<file path="src/rtl/pic_pkg.sv">
package pic_pkg;

    typedef enum logic [1:0] {
        ACK_IDLE   = 2'd0,
        ACK_FIRST  = 2'd1,
        ACK_GAP    = 2'd2,
        ACK_SECOND = 2'd3
    } ack_state_e;

    localparam int OP_W = 3;

    localparam logic [OP_W-1:0] OP_EOI    = 3'b001;
    localparam logic [OP_W-1:0] OP_RDSEL  = 3'b010;
    localparam logic [OP_W-1:0] OP_CASMAP = 3'b101;
    localparam logic [OP_W-1:0] OP_IDENT  = 3'b110;
    localparam logic [OP_W-1:0] OP_BASE   = 3'b111;

endpackage

</file>
<file path="src/rtl/pic_prio.sv">
module pic_prio #(
    parameter int N = 8,
    parameter int W = $clog2(N)
) (
    input  logic [N-1:0] vec,
    output logic [W-1:0] idx,
    output logic         any
);

    // lowest set index wins: walk from the top so lower indices overwrite
    always_comb begin
        idx = '0;
        any = 1'b0;
        for (int i = N - 1; i >= 0; i--) begin
            if (vec[i]) begin
                idx = W'(i);
                any = 1'b1;
            end
        end
    end

endmodule

</file>
<file path="src/rtl/pic_edge.sv">
module pic_edge #(
    parameter int N = 8
) (
    input  logic         clk,
    input  logic         rst_n,
    input  logic [N-1:0] lines,
    output logic [N-1:0] rise
);

    logic [N-1:0] prev_d, prev_q;

    always_comb begin
        prev_d = lines;
        rise   = lines & ~prev_q;
    end

    always_ff @(posedge clk or negedge rst_n) begin
        if (!rst_n) prev_q <= '0;
        else        prev_q <= prev_d;
    end

endmodule

</file>
<file path="src/rtl/pic_ack_seq.sv">
module pic_ack_seq
    import pic_pkg::*;
#(
    parameter int W = 3
) (
    input  logic         clk,
    input  logic         rst_n,
    input  logic         inta_n,
    input  logic         req,
    input  logic [W-1:0] req_lvl,
    input  logic         ms_sel,
    input  logic [W-1:0] cas_in,
    input  logic [W-1:0] ident,
    output logic         in_ack,
    output logic         second,
    output logic [W-1:0] lvl,
    output logic         valid,
    output logic         matched,
    output logic         commit
);

    typedef struct packed {
        ack_state_e   st;
        logic [W-1:0] lvl;
        logic         valid;
        logic         matched;
    } ack_t;

    ack_t a_d, a_q;

    always_comb begin
        a_d    = a_q;
        commit = 1'b0;
        unique case (a_q.st)
            ACK_IDLE: begin
                if (!inta_n) begin
                    a_d.st    = ACK_FIRST;
                    a_d.valid = req;
                    a_d.lvl   = req ? req_lvl : {W{1'b1}};
                end
            end
            ACK_FIRST: begin
                if (inta_n) begin
                    a_d.st      = ACK_GAP;
                    a_d.matched = ms_sel || (cas_in == ident);
                    commit      = a_q.valid && a_d.matched;
                end
            end
            ACK_GAP: begin
                if (!inta_n) a_d.st = ACK_SECOND;
            end
            ACK_SECOND: begin
                if (inta_n) a_d.st = ACK_IDLE;
            end
            default: a_d.st = ACK_IDLE;
        endcase
    end

    always_ff @(posedge clk or negedge rst_n) begin
        if (!rst_n) begin
            a_q.st      <= ACK_IDLE;
            a_q.lvl     <= '0;
            a_q.valid   <= 1'b0;
            a_q.matched <= 1'b0;
        end else begin
            a_q <= a_d;
        end
    end

    always_comb begin
        in_ack  = (a_q.st != ACK_IDLE);
        second  = (a_q.st == ACK_SECOND);
        lvl     = a_q.lvl;
        valid   = a_q.valid;
        matched = a_q.matched;
    end

    AST_VEC_PHASE_LOW: assert property (@(posedge clk) disable iff (!rst_n)
        second |-> !$past(inta_n));

endmodule

</file>
<file path="src/rtl/pic_ctrl.sv">
module pic_ctrl
    import pic_pkg::*;
#(
    parameter int LINES  = 8,
    parameter int DATA_W = 8
) (
    input  logic                       clk,
    input  logic                       rst_n,
    input  logic                       cs_n,
    input  logic                       rd_n,
    input  logic                       wr_n,
    input  logic                       a0,
    input  logic [DATA_W-1:0]          din,
    output logic [DATA_W-1:0]          dout,
    output logic                       dout_en,
    input  logic [LINES-1:0]           irq,
    output logic                       int_out,
    input  logic                       inta_n,
    input  logic                       ms_sel,
    input  logic [$clog2(LINES)-1:0]   cas_in,
    output logic [$clog2(LINES)-1:0]   cas_out,
    output logic                       cas_oe
);

    localparam int LVL_W  = $clog2(LINES);
    localparam int BASE_W = DATA_W - LVL_W;
    localparam int HALF   = LINES / 2;

    typedef struct packed {
        logic [LINES-1:0]  irr;
        logic [LINES-1:0]  isr;
        logic [LINES-1:0]  mask;
        logic [LINES-1:0]  cmap;
        logic [BASE_W-1:0] base;
        logic [LVL_W-1:0]  ident;
        logic              rd_isr;
        logic              wr_seen;
    } regs_t;

    regs_t r_d, r_q;

    logic [LINES-1:0] rise;
    logic [LINES-1:0] pend;
    logic [LVL_W-1:0] pend_idx, isr_idx;
    logic             pend_any, isr_any;
    logic             int_req;
    logic             in_ack, second, ack_valid, ack_matched, commit;
    logic [LVL_W-1:0] ack_lvl;
    logic             wr_strobe, wr_act, eoi_act;
    logic [OP_W-1:0]  op;
    logic             rd_en, vec_en, map_hit;
    logic [DATA_W-1:0] rd_data;

    pic_edge #(.N(LINES)) i_edge (
        .clk   (clk),
        .rst_n (rst_n),
        .lines (irq),
        .rise  (rise)
    );

    pic_prio #(.N(LINES), .W(LVL_W)) i_prio_pend (
        .vec (pend),
        .idx (pend_idx),
        .any (pend_any)
    );

    pic_prio #(.N(LINES), .W(LVL_W)) i_prio_isr (
        .vec (r_q.isr),
        .idx (isr_idx),
        .any (isr_any)
    );

    pic_ack_seq #(.W(LVL_W)) i_ack (
        .clk     (clk),
        .rst_n   (rst_n),
        .inta_n  (inta_n),
        .req     (int_req),
        .req_lvl (pend_idx),
        .ms_sel  (ms_sel),
        .cas_in  (cas_in),
        .ident   (r_q.ident),
        .in_ack  (in_ack),
        .second  (second),
        .lvl     (ack_lvl),
        .valid   (ack_valid),
        .matched (ack_matched),
        .commit  (commit)
    );

    // priority resolution against the level currently in service
    always_comb begin
        pend    = r_q.irr & ~r_q.mask;
        int_req = pend_any && (!isr_any || (pend_idx < isr_idx));
    end

    // register next-state
    always_comb begin
        r_d       = r_q;
        wr_strobe = !cs_n && !wr_n;
        wr_act    = wr_strobe && !r_q.wr_seen;
        r_d.wr_seen = wr_strobe;
        op        = din[DATA_W-1 -: OP_W];
        eoi_act   = wr_act && !a0 && (op == OP_EOI);

        if (wr_act && a0) begin
            r_d.mask = din[LINES-1:0];
        end
        if (wr_act && !a0) begin
            case (op)
                OP_BASE:  r_d.base   = din[BASE_W-1:0];
                OP_IDENT: r_d.ident  = din[LVL_W-1:0];
                OP_RDSEL: r_d.rd_isr = din[0];
                OP_CASMAP: begin
                    if (din[HALF]) r_d.cmap[LINES-1:HALF] = din[HALF-1:0];
                    else           r_d.cmap[HALF-1:0]     = din[HALF-1:0];
                end
                default: ;
            endcase
        end

        if (eoi_act && isr_any) r_d.isr[isr_idx] = 1'b0;
        if (commit) begin
            r_d.isr[ack_lvl] = 1'b1;
            r_d.irr[ack_lvl] = 1'b0;
        end
        r_d.irr = r_d.irr | rise;
    end

    always_ff @(posedge clk or negedge rst_n) begin
        if (!rst_n) begin
            r_q <= '0;
        end else begin
            r_q <= r_d;
        end
    end

    // outputs
    always_comb begin
        map_hit = r_q.cmap[ack_lvl];
        cas_oe  = ms_sel && in_ack && ack_valid && map_hit;
        cas_out = cas_oe ? ack_lvl : '0;
        vec_en  = second && ack_matched && !(ms_sel && ack_valid && map_hit);
        rd_en   = !cs_n && !rd_n;
        rd_data = '0;
        if (a0)             rd_data[LINES-1:0] = r_q.mask;
        else if (r_q.rd_isr) rd_data[LINES-1:0] = r_q.isr;
        else                rd_data[LINES-1:0] = r_q.irr;
        if (vec_en)     dout = {r_q.base, ack_lvl};
        else if (rd_en) dout = rd_data;
        else            dout = '0;
        dout_en = vec_en || rd_en;
        int_out = int_req;
    end

    AST_ISR_GROWS_BY_ONE: assert property (@(posedge clk) disable iff (!rst_n)
        $countones(r_q.isr) <= $countones($past(r_q.isr)) + 1);

    AST_COMMIT_FROM_IRR: assert property (@(posedge clk) disable iff (!rst_n)
        commit |-> r_q.irr[ack_lvl]);

    AST_EOI_ONE_BIT: assert property (@(posedge clk) disable iff (!rst_n)
        (eoi_act && isr_any && !commit) |=>
            ($countones(r_q.isr) + 1 == $countones($past(r_q.isr))));

    AST_SLAVE_NO_CAS: assert property (@(posedge clk) disable iff (!rst_n)
        !ms_sel |-> !cas_oe);

endmodule

</file>
<file path="config.mk">
export PLATFORM = sky130hd
export DESIGN_NAME = pic_ctrl
export DESIGN_NICKNAME = d
export VERILOG_FILES = /design/src/rtl/pic_pkg.sv /design/src/rtl/pic_prio.sv /design/src/rtl/pic_edge.sv /design/src/rtl/pic_ack_seq.sv /design/src/rtl/pic_ctrl.sv
export SDC_FILE = /design/constraint.sdc
export NUM_CORES = 1
export LEC_CHECK = 0
export BUFFER_PORTS_ARGS = -buffer_cell sky130_fd_sc_hd__buf_4
export CAP_MARGIN = 20
export CORE_MARGIN = 1
export CORE_UTILIZATION = 52
export DETAILED_ROUTE_END_ITERATION = 10
export GPL_TIMING_DRIVEN = 0
export PLACE_DENSITY = 0.76
export SLEW_MARGIN = 10
export SYNTH_ARGS = -nofsm -noshare
export SYNTH_HDL_FRONTEND = slang
export SYNTH_SLANG_ARGS = --single-unit
export TNS_END_PERCENT = 10
</file>
<file path="constraint.sdc">
create_clock -name clk -period 2.7 [get_ports clk]
set_clock_uncertainty 0.2 [all_clocks]
set_input_delay 0.81 -clock clk [delete_from_list [all_inputs] [get_ports clk]]
set_output_delay 0.81 -clock clk [all_outputs]
set_load 0.01 [all_outputs]
</file>
==> flow_metrics.env <==
export IMPL_drtAntennaViolNets=0
export IMPL_grt_first_pass_wirelength_um=11900
export IMPL_finalSetupViolations=14
export IMPL_numClockSinks=57
export IMPL_slew_headroom_pct=33.48
export IMPL_fin_crit_sh_pct=120.4
export IMPL_worst_endpoint_required_ns=1.69
export IMPL_drtPass1Iterations=5
export IMPL_path_cells="mux4_2 > mux2_4 > nand3_4 > nand3_4 > mux2_4 > buf_6"
export IMPL_syn_num_nets=320
export IMPL_critPathSlowestCell="mux4_2"
export IMPL_die_h_um=77.95
export IMPL_worstSkewPairLatency_ns=0.35
export IMPL_layout_nets=375
export IMPL_vdd_ir_drop_worst_mv=0.4909
export IMPL_cts_buffers=9
export IMPL_area_growth_pct=25.57
export IMPL_drive_gt1_share_pct=34.29
export IMPL_endpoint_kind="output port"
export IMPL_syn_inst=287
export IMPL_synth_area_top_cells="dfrtp_1 (48%), mux2_2 (13%), nor2_1 (4.0%), o21ai_0 (3.3%), nand2b_1 (2.7%)"
export IMPL_fin_ws_ns=-0.5516
export IMPL_multi_input_area_mm2=0.001592
export IMPL_die_w_um=77.95
export IMPL_worst_slew_pin_slew_ns=0.9952
export IMPL_placed_area_mm2=0.003417
export IMPL_startpoint_type="flip-flop"
export IMPL_antenna_found_initial=0
export IMPL_via_per_inst=5.678
export IMPL_synth_top_cell_area_share_pct=47.56
export IMPL_wl_per_cell_um=17.08
export IMPL_htree_levels=3
export IMPL_maxSlewViolCount=0
export IMPL_die_area_mm2=0.006075
export IMPL_power_density_mw_per_mm2=921.0
export IMPL_final_hold_violation_count=0
export IMPL_synth_distinct_cells=41
export IMPL_ios=41
export IMPL_r2r_cells=9
export IMPL_dp_hpwl_um=4835
export IMPL_hold_buffers=0
export IMPL_fillCellCount=447
export IMPL_overflow=0
export IMPL_max_stage_delay_ns=0.51
export IMPL_drcViolationCount=0
export IMPL_vias=2379
export IMPL_routed_wl_um=7155
export IMPL_hold_class="flip-flop to flip-flop"
export IMPL_cts_tree="yes"
export IMPL_cts_root_buf="clkbuf_8"
export IMPL_synth_avg_cell_area_um2=10.45
export IMPL_layout_common_cells="dfrtp_1 (54), buf_4 (42), mux2_2 (32), nor2_1 (30), o21ai_0 (19)"
export IMPL_cts_max_path_buffers=2
export IMPL_design_area_mm2=0.003766
export IMPL_total_power_uw=3468
export IMPL_tns_ns=-6.139
export IMPL_layout_commonest_cell="dfrtp_1"
export IMPL_crit_family="multiplexers"
export IMPL_whs_path_depth=1
export IMPL_diodes=0
export IMPL_crit_type="flip-flop to output port"
export IMPL_drv_cap=0
export IMPL_register_area_mm2=0.001430
export IMPL_ys_ff_latch=57
export IMPL_fin_crit_ns=3.252
export IMPL_grt_pass1_vias=2379
export IMPL_first_iter_violations=167
export IMPL_start_util_pct=54.13
export IMPL_core_mm2=0.005540
export IMPL_gp_congestion=0.8938
export IMPL_io_buffers=38
export IMPL_grt_start_max_net_pins=58
export IMPL_ys_warn_count=0
export IMPL_violations="negative setup slack"
export IMPL_cellLeakagePower_uw=0.001728
export IMPL_clk_pin_slew_ns=0.07
export IMPL_cp_depth=6
export IMPL_grt_use_total_pct=26.32
export IMPL_whs_ns=0.2167
export IMPL_rsz0062_at_grt="yes"
export IMPL_synth_top_area_cell="dfrtp_1"
export IMPL_run_status="finished with violations"
export IMPL_netlist_area_mm2=0.002999
export IMPL_fmax_mhz=307.5
export IMPL_rows=27
export IMPL_seq_area_frac_synth_pct=47.56
export IMPL_worst_path_buf_inv=1
export IMPL_critPathMaxFanout=5
export IMPL_crit_arrival_ns=2.24
## synth_stat cells (all sizes together)
master	number
nand2b	13
dfrtp	57
o41ai	2
o21a	1
o31ai	4
o21ai	20
and2	3
o21bai	1
a32oi	1
mux4	2
a22o	6
mux2i	8
a21oi	13
or4	1
nor3	4
nor2b	8
inv	13
or3	3
buf	3
clkbuf	6
nand3b	3
nor2	32
a31oi	4
ha	6
mux2	34
nor4b	2
xnor2	4
nand3	6
or2	1
nand2	19
nand4	2
nor4	3
nor3b	1
o211ai	1
## worst register-to-register path, cell delays in order, from the launching register on
cell,delay [ns]
dfrtp_1,0.40
nor2b_4,0.15
nor4b_4,0.27
nor2_1,0.08
ha_1,0.30
o21ai_1,0.08
a32oi_2,0.23
o31ai_4,0.11
buf_4,0.15
a22o_1,0.18
## final cells by class
cell class                      instances  area share [%]
Multi-Input combinational cell        209           42.26
Clock buffer                           11           4.020
Clock inverter                          5           2.060
Tap cell                               72           2.392
Inverter                               13           1.296
Sequential cell                        57           37.97
Buffer                                  8           1.030
Timing Repair Buffer                   44           8.970
## worst paths after layout
path / start / to / slack (ns)
worst max-delay path: i_ack.lvl[0] / dout[0] / -0.55
worst min-delay path: i_edge.prev_q[4] / r_q[38] / 0.22
worst max register to register: r_q[41] / i_ack.valid / 0.44
worst min register to register: i_edge.prev_q[4] / r_q[38] / 0.22
max in group asynchronous: rst_n / i_ack.lvl[0] / 1.48
min in group asynchronous: rst_n / r_q[36] / 0.32
## through the flow
step	utilization (%)	worst slack, ns	cells
3_5_place_dp	61.68	-0.4591	397
2_1_floorplan	-	-0.09149	287
6_report	67.98	-0.5516	419
3_3_place_gp	61.68	-0.4276	397
5_1_grt	67.98	-0.5949	419
4_1_cts	67.55	-0.5779	417
## logic make-up (layout without fill, tap and decap cells)
family	count (synthesis)	in the layout	share of synthesized area, %
simple gates	101	102	17.69
mux	44	44	17.06
flops	57	57	47.56
buf+inv	22	81	3.045
xor+xnor	4	4	1.168
fa+ha+maj	6	6	2.503
compound gates	53	53	10.97
## registers in the layout, indices dropped and copies added (netlist names)
signal	count
r_q	42
i_edge.prev_q	8
i_ack.lvl	3
i_ack.a_q	2
i_ack.matched	1
i_ack.valid	1
## layer usage
layer / GRT usage (%) / up-vias / wire length, µm / part of all wire, %
met2: 40.44 / 73 / 3404 / 48
met1: 35.13 / 1165 / 3260 / 46
met5: 0 / - / 0 / 0
li1: - / 1129 / - / -
met4: 12.78 / 0 / 135 / 1.9
met3: 6.118 / 12 / 354 / 4.9
## power breakdown
| part | total (µW) | internal, µW | switching (µW) |
|---|---|---|---|
| Combinational | 1290 | 639 | 649 |
| Clock | 923 | 566 | 357 |
| Sequential | 1260 | 1040 | 222 |
## timing repair
item	CTS	global route
setup endpoints to repair	14	14
pin swaps	8	0
cloned	1	0
buffers inserted	4	2
gates resized for setup	17	4
Note: power is estimated with default switching activity, not from simulation.
